$ cat config.mk
export PLATFORM = sky130hd
export DESIGN_NAME = rx_pkt_tracker
export DESIGN_NICKNAME = d
export VERILOG_FILES = /design/src/rtl/rx_trk_pkg.sv /design/src/rtl/rx_stat_queue.sv /design/src/rtl/rx_occ_ctr.sv /design/src/rtl/rx_pkt_tracker.sv
export SDC_FILE = /design/constraint.sdc
export NUM_CORES = 1
export LEC_CHECK = 0
export BUFFER_PORTS_ARGS = -buffer_cell sky130_fd_sc_hd__buf_2
export CAP_MARGIN = 20
export CORE_MARGIN = 3
export CORE_UTILIZATION = 30
export CTS_CLUSTER_DIAMETER = 150
export DETAILED_ROUTE_END_ITERATION = 7
export PLACE_DENSITY = 0.57
export SETUP_SLACK_MARGIN = 0.15
export SKIP_CTS_REPAIR_TIMING = 1
export SKIP_LAST_GASP = 1
export SLEW_MARGIN = 10
export SYNTH_ARGS = -nofsm -noshare
export SYNTH_HDL_FRONTEND = slang
export SYNTH_SLANG_ARGS = --single-unit
$ cat constraint.sdc
create_clock -name clk -period 8.3 [get_ports clk]
set_input_delay 0.83 -clock clk [delete_from_list [all_inputs] [get_ports clk]]
set_output_delay 0.83 -clock clk [all_outputs]
set_load 0.05 [all_outputs]
$ cat src/rtl/rx_trk_pkg.sv
package rx_trk_pkg;
  localparam int RX_LEN_W  = 11;
  localparam int RX_CODE_W = 4;

  typedef struct packed {
    logic [RX_CODE_W-1:0] code;
    logic [RX_LEN_W-1:0]  len;
  } rx_ent_t;

  // Keep only the recognised error codes; anything else reads as clean.
  function automatic logic [RX_CODE_W-1:0] map_code(input logic [RX_CODE_W-1:0] c);
    case (c)
      4'b1000, 4'b1011, 4'b1100, 4'b1101, 4'b1001, 4'b0010: map_code = c;
      default: map_code = '0;
    endcase
  endfunction
endpackage

$ cat src/rtl/rx_stat_queue.sv
module rx_stat_queue
  import rx_trk_pkg::*;
#(
  parameter int DEPTH = 8
) (
  input  logic    clk,
  input  logic    rst,
  input  logic    push,
  input  rx_ent_t push_ent,
  input  logic    pop,
  output rx_ent_t head,
  output logic    full,
  output logic    empty
);
  localparam int PTR_W = (DEPTH > 1) ? $clog2(DEPTH) : 1;
  localparam int CNT_W = $clog2(DEPTH + 1);

  rx_ent_t           mem [DEPTH];
  logic [PTR_W-1:0]  wp, rp;
  logic [CNT_W-1:0]  cnt;
  logic              wr_ok, rd_ok;

  function automatic logic [PTR_W-1:0] nxt(input logic [PTR_W-1:0] p);
    nxt = (p == PTR_W'(DEPTH - 1)) ? '0 : p + PTR_W'(1);
  endfunction

  assign full  = (cnt == CNT_W'(DEPTH));
  assign empty = (cnt == '0);
  assign rd_ok = pop & ~empty;
  assign wr_ok = push & (~full | rd_ok);
  assign head  = mem[rp];

  always_ff @(posedge clk) begin
    if (wr_ok) mem[wp] <= push_ent;
  end

  always_ff @(posedge clk) begin
    if (rst) begin
      wp  <= '0;
      rp  <= '0;
      cnt <= '0;
    end else begin
      if (wr_ok) wp <= nxt(wp);
      if (rd_ok) rp <= nxt(rp);
      cnt <= cnt + CNT_W'(wr_ok) - CNT_W'(rd_ok);
    end
  end


  q_cnt_bound_chk: assert property (@(posedge clk) disable iff (rst)
    cnt <= CNT_W'(DEPTH));


  q_pop_moves_chk: assert property (@(posedge clk) disable iff (rst)
    (rd_ok & ~wr_ok) |=> (cnt == $past(cnt) - CNT_W'(1)));
endmodule

$ cat src/rtl/rx_occ_ctr.sv
module rx_occ_ctr #(
  parameter int CAP   = 2048,
  parameter int OCC_W = $clog2(CAP + 1)
) (
  input  logic             clk,
  input  logic             rst,
  input  logic             inc,
  input  logic [OCC_W-1:0] dec,
  output logic             full
);
  logic [OCC_W-1:0] occ_q;

  assign full = (occ_q == OCC_W'(CAP));

  always_ff @(posedge clk) begin
    if (rst) occ_q <= '0;
    else     occ_q <= occ_q + OCC_W'(inc) - dec;
  end


  occ_cap_chk: assert property (@(posedge clk) disable iff (rst)
    occ_q <= OCC_W'(CAP));


  occ_dec_chk: assert property (@(posedge clk) disable iff (rst)
    (dec != '0) |-> (dec <= occ_q));
endmodule

$ cat src/rtl/rx_pkt_tracker.sv
module rx_pkt_tracker
  import rx_trk_pkg::*;
#(
  parameter int PKT_DEPTH = 8,
  parameter int BYTE_CAP  = 2048
) (
  input  logic                 clk,
  input  logic                 rst,
  input  logic                 rx_rst,
  input  logic                 mac_sop,
  input  logic                 mac_byte,
  input  logic                 mac_eop,
  input  logic [RX_CODE_W-1:0] mac_code,
  input  logic                 host_rd,
  input  logic                 discard,
  input  logic [RX_LEN_W-1:0]  early_thr,
  output logic [15:0]          stat_word,
  output logic                 flg_busy,
  output logic                 flg_byte_full,
  output logic                 flg_slot_full,
  output logic                 flg_underrun,
  output logic                 ev_done,
  output logic                 ev_fail,
  output logic                 ev_early
);
  localparam int OCC_W = $clog2(BYTE_CAP + 1);
  localparam int LW    = RX_LEN_W;

  logic          clr;
  logic [LW-1:0] cur_len, head_rd, len_nxt, eff_thr;
  rx_ent_t       head, push_ent;
  logic          q_full, q_empty, occ_full;
  logic          byte_ok, byte_ref, sop_try, sop_ok, sop_slot_ref, sop_byte_ref;
  logic          eop_ok, len_inc, pop, rd_ok, rd_bad, early_hit;
  logic [OCC_W-1:0] dec_amt;

  assign clr          = rst | rx_rst;
  assign byte_ok      = flg_busy & mac_byte & ~occ_full;
  assign byte_ref     = flg_busy & mac_byte & occ_full;
  assign sop_try      = mac_sop & ~flg_busy;
  assign sop_slot_ref = sop_try & q_full;
  assign sop_byte_ref = sop_try & ~q_full & occ_full;
  assign sop_ok       = sop_try & ~q_full & ~occ_full;
  assign eop_ok       = flg_busy & mac_eop;
  assign len_inc      = byte_ok & (cur_len != '1);
  assign len_nxt      = cur_len + LW'(len_inc);
  assign pop          = discard & ~q_empty;
  assign rd_ok        = host_rd & ~discard & ~q_empty & (head_rd < head.len);
  assign rd_bad       = host_rd & ~discard & ~rd_ok;
  assign dec_amt      = pop   ? OCC_W'(head.len - head_rd) :
                        rd_ok ? OCC_W'(1) : '0;
  assign eff_thr      = (early_thr < LW'(4)) ? LW'(4) : early_thr;
  assign early_hit    = byte_ok & (({1'b0, cur_len} + (LW+1)'(1)) == {1'b0, eff_thr});
  assign push_ent     = '{code: map_code(mac_code), len: len_nxt};

  assign stat_word = q_empty ? {1'b1, 4'b0000, cur_len}
                             : {1'b0, head.code, head.len};

  rx_stat_queue #(.DEPTH(PKT_DEPTH)) u_queue (
    .clk      (clk),
    .rst      (clr),
    .push     (eop_ok),
    .push_ent (push_ent),
    .pop      (pop),
    .head     (head),
    .full     (q_full),
    .empty    (q_empty)
  );

  rx_occ_ctr #(.CAP(BYTE_CAP), .OCC_W(OCC_W)) u_occ (
    .clk  (clk),
    .rst  (clr),
    .inc  (byte_ok),
    .dec  (dec_amt),
    .full (occ_full)
  );

  always_ff @(posedge clk) begin
    if (clr) begin
      flg_busy      <= 1'b0;
      cur_len       <= '0;
      head_rd       <= '0;
      flg_byte_full <= 1'b0;
      flg_slot_full <= 1'b0;
      flg_underrun  <= 1'b0;
      ev_done       <= 1'b0;
      ev_fail       <= 1'b0;
      ev_early      <= 1'b0;
    end else begin
      if (sop_ok)      flg_busy <= 1'b1;
      else if (eop_ok) flg_busy <= 1'b0;

      if (sop_ok | eop_ok) cur_len <= '0;
      else                 cur_len <= len_nxt;

      if (pop)        head_rd <= '0;
      else if (rd_ok) head_rd <= head_rd + LW'(1);

      if (pop)               flg_slot_full <= 1'b0;
      else if (sop_slot_ref) flg_slot_full <= 1'b1;

      if (dec_amt != '0)                flg_byte_full <= 1'b0;
      else if (sop_byte_ref | byte_ref) flg_byte_full <= 1'b1;

      if (rd_bad) flg_underrun <= 1'b1;

      ev_done  <= eop_ok;
      ev_fail  <= rd_bad;
      ev_early <= early_hit;
    end
  end


  underrun_sticky_chk: assert property (@(posedge clk) disable iff (rst)
    (flg_underrun & ~rx_rst) |=> flg_underrun);


  fail_has_flag_chk: assert property (@(posedge clk) disable iff (rst)
    ev_fail |-> flg_underrun);


  done_after_eop_chk: assert property (@(posedge clk) disable iff (rst)
    ev_done |-> $past(mac_eop & flg_busy));


  busy_rise_chk: assert property (@(posedge clk) disable iff (rst)
    $rose(flg_busy) |-> $past(mac_sop));


  slot_block_chk: assert property (@(posedge clk) disable iff (rst)
    (q_full & mac_sop & ~flg_busy & ~rx_rst) |=> ~flg_busy);
endmodule

==> flow_metrics.tcl <==
set metrics [dict create \
    status "complete, no violations" \
    dr_total_vias 5285 \
    fmax_mhz 157 \
    cts_max_level 4 \
    synth_top_cell_by_area "edfxtp_1" \
    nets 807 \
    finalSetupViolations 0 \
    initialDrtViolationCount 380 \
    synth_edf_count 120 \
    rr_worst_depth 21 \
    hp-start "flg_underrun$_SDFFE_PP0P_" \
    die_w_um 174 \
    crit_top_cell "ha_1" \
    synth_top_area_share_pct 42.7 \
    core_region_area_um2 27300 \
    worst_hold_path.endpoint "flg_underrun$_SDFFE_PP0P_" \
    critPathArrivalTime_ps 6680 \
    p_leak_nw 3.45 \
    hold_viol_final 0 \
    dp_hpwl_um 13200 \
    vias_per_cell 4.72 \
    syn_nets 758 \
    cts_made_buffers 17 \
    place_congestion 0.849 \
    die_area_um2 30200 \
    routed_wl_um 18900 \
    clockBufferDepth 2 \
    worstPathRequired_ps 8590 \
    io_buffers 45 \
    finalClockSkew_ps 20.4 \
    areaGrowthSynthToFinish_pct 15.8 \
    clock-sinks 174 \
    grt_overflow 0 \
    tns_ps 0 \
    synth-seq-cells 174 \
    yosysWarningCount 0 \
    r2r_end "u_occ.occ_q[10]$_SDFF_PP0_" \
    clkTransAtPathRegs_ps 70 \
    synthCells 685 \
    drc_errors 0 \
    syn_area_um2 8430 \
    async_flop_share_pct 0 \
    cpPeakStageDelay_ps 870 \
    die_h_um 174 \
    first_global_vias 5330 \
    postRouteAntennaNets 0 \
    min_path_type "reg -> reg" \
    path_max_fanout 23 \
    stdcell_area_um2 9770 \
    rows 60 \
    drv_cap 0 \
    grt_max_degree 31 \
    ios 46 \
    crit_path_top_delay_cell "dfxtp_2" \
    rsz0062_at_grt "false" \
    synth_flop_cell "edfxtp_1" \
    worstPathCellList "buf_4 -> mux4_2 -> mux2_2 -> ha_1 -> a211o_1 -> a31oi_1 -> o31ai_1 -> o21ai_1 -> o21ai_1 -> ha_1 -> inv_1 -> ha_1 -> inv_1 -> fa_1 -> nor2b_1 -> o21ai_0 -> a21boi_0 -> o22ai_1 -> o21ai_0 -> xnor2_1 -> nor2_1" \
    drive_above_1_share_pct 18.9 \
    antenna_found_initial 0 \
    hold-path-cell-count 2 \
    startpoint_type "flip-flop" \
    cts_root_buf "clkbuf_16" \
    slew_violations 0 \
    power_density_nw_per_um2 310 \
    grt_pass1_wl_um 30300 \
    synth_cell_types 56 \
    worst_pin_slew_ps 1040 \
    period_minus_slack_ps 6390 \
    ys_seq_area_share_pct 55.5 \
    finalCritPeriodShare_pct 76.9 \
    total_power_mw 3.03 \
    avgSynthCellArea_um2 12.3 \
    yosysMostFrequentCell "edfxtp_1" \
    clock_latency_ps 430 \
    initial_core_util_pct 30.9 \
    cp-end-kind "flip-flop" \
    synthTopCellsByArea "edfxtp_1 (43%), dfxtp_1 (13%), mux4_2 (8.0%), ha_1 (7.0%), nor2_1 (3.6%)" \
    r2r_slack_ps 1910 \
    post_dp_cell_area_um2 9140 \
    slew_headroom_pct 30.1 \
    first_pass_iters 4 \
    vdd_drop_max_mv 0.222 \
    critPathKind "reg -> reg" \
    gr-usage-all-layers_pct 12.9 \
    synth.top_cells.by_count "edfxtp_1 (120), nor2_1 (81), dfxtp_1 (54)" \
    antennaDiodeCount 0 \
    wl_per_cell_um 16.9 \
    tritoncts "done" \
    final_util_pct 35.7 \
]
state kept, by name, indices dropped and copies added, names as in the netlist, named ones only:
register and count:
cur_len 11, ev_done 1, ev_early 1, ev_fail 1
flg_busy 1, flg_byte_full 1, flg_slot_full 1, flg_underrun 1
head_rd 11, u_occ.occ_q 12, u_queue.cnt 4, u_queue.mem 120
u_queue.rp 3, u_queue.wp 3
area by class of cell:
type | count | area (um2)
clock inverter | 14 | 198
timing repair buffer | 56 | 304
tap | 372 | 465
inverter | 39 | 146
sequential | 174 | 4690
multi-input combinational | 446 | 3540
clock buffer | 18 | 429
fill | 2689 | 17600
cell families (layout without fill, tap and decap cells):
| group | count (synthesis) | in the layout | share of synthesized area (%) |
|---|---|---|---|
| adder cells (fa/ha/maj) | 50 | 50 | 7.68 |
| AO/OA/AOI/OAI | 82 | 82 | 6.04 |
| XOR/XNOR | 48 | 48 | 4.98 |
| buffers and inverters | 65 | 127 | 2.95 |
| multiplexers | 46 | 46 | 10.1 |
| flip-flops | 174 | 174 | 55.5 |
| AND/OR/NAND/NOR | 220 | 220 | 12.7 |
worst max path at each step:
stage | startpoint | end | slack [ps] | cells after the start
final | flip-flop | u_occ.occ_q[10]$_SDFF_PP0_ | 1910 | 21
after global routing | flip-flop | u_occ.occ_q[11]$_SDFF_PP0_ | 1360 | 20
after floorplan | flip-flop | u_occ.occ_q[11]$_SDFF_PP0_ | 3040 | 21
after global placement | flip-flop | u_occ.occ_q[11]$_SDFF_PP0_ | 2010 | 19
after CTS | flip-flop | u_occ.occ_q[10]$_SDFF_PP0_ | 1870 | 21
after detailed placement | flip-flop | u_occ.occ_q[11]$_SDFF_PP0_ | 1870 | 19
report_power, final:
| group | switching [mW] | internal (mW) |
|---|---|---|
| logic | 0.803 | 0.396 |
| registers | 0.0304 | 0.952 |
| clock network | 0.363 | 0.488 |
critical path: cells and delay by family, from the launching register on:
family                   cells  cell delay (ps)
AO/OA/AOI/OAI                9             2650
XOR/XNOR                     1              140
adder cells (fa/ha/maj)      4             1110
buffers and inverters        3              470
flip-flops                   1              870
multiplexers                 2              810
AND/OR/NAND/NOR              2              210
layout by cell type (no fill, tap or decap), types with 25 or more instances in the layout:
master,count
ha_1,47
dfxtp_1,53
nand2_1,47
edfxtp_1,120
mux4_2,30
buf_2,45
nor2_1,81
xnor2_1,31
a21oi_1,25
inv_1,38
layer usage:
metal / global-route usage (%) / vias to the layer above / routed length (um)
li1: - / 2596 / -
met2: 21.3 / 106 / 9150
met1: 17.7 / 2577 / 8720
met3: 2.67 / 6 / 958
met4: 2.55 / 0 / 87
met5: 0 / - / 0
through the flow:
step / std cells / setup WS [ps] / hold slack (ps)
2_1_floorplan: 685 / 3040 / 453
3_3_place_gp: 1086 / 2010 / 466
3_5_place_dp: 1087 / 1870 / 464
4_1_cts: 1119 / 1870 / 480
5_1_grt: 1119 / 1360 / 489
6_report: 1119 / 1910 / 478
Note: power is estimated with default switching activity, not from simulation.
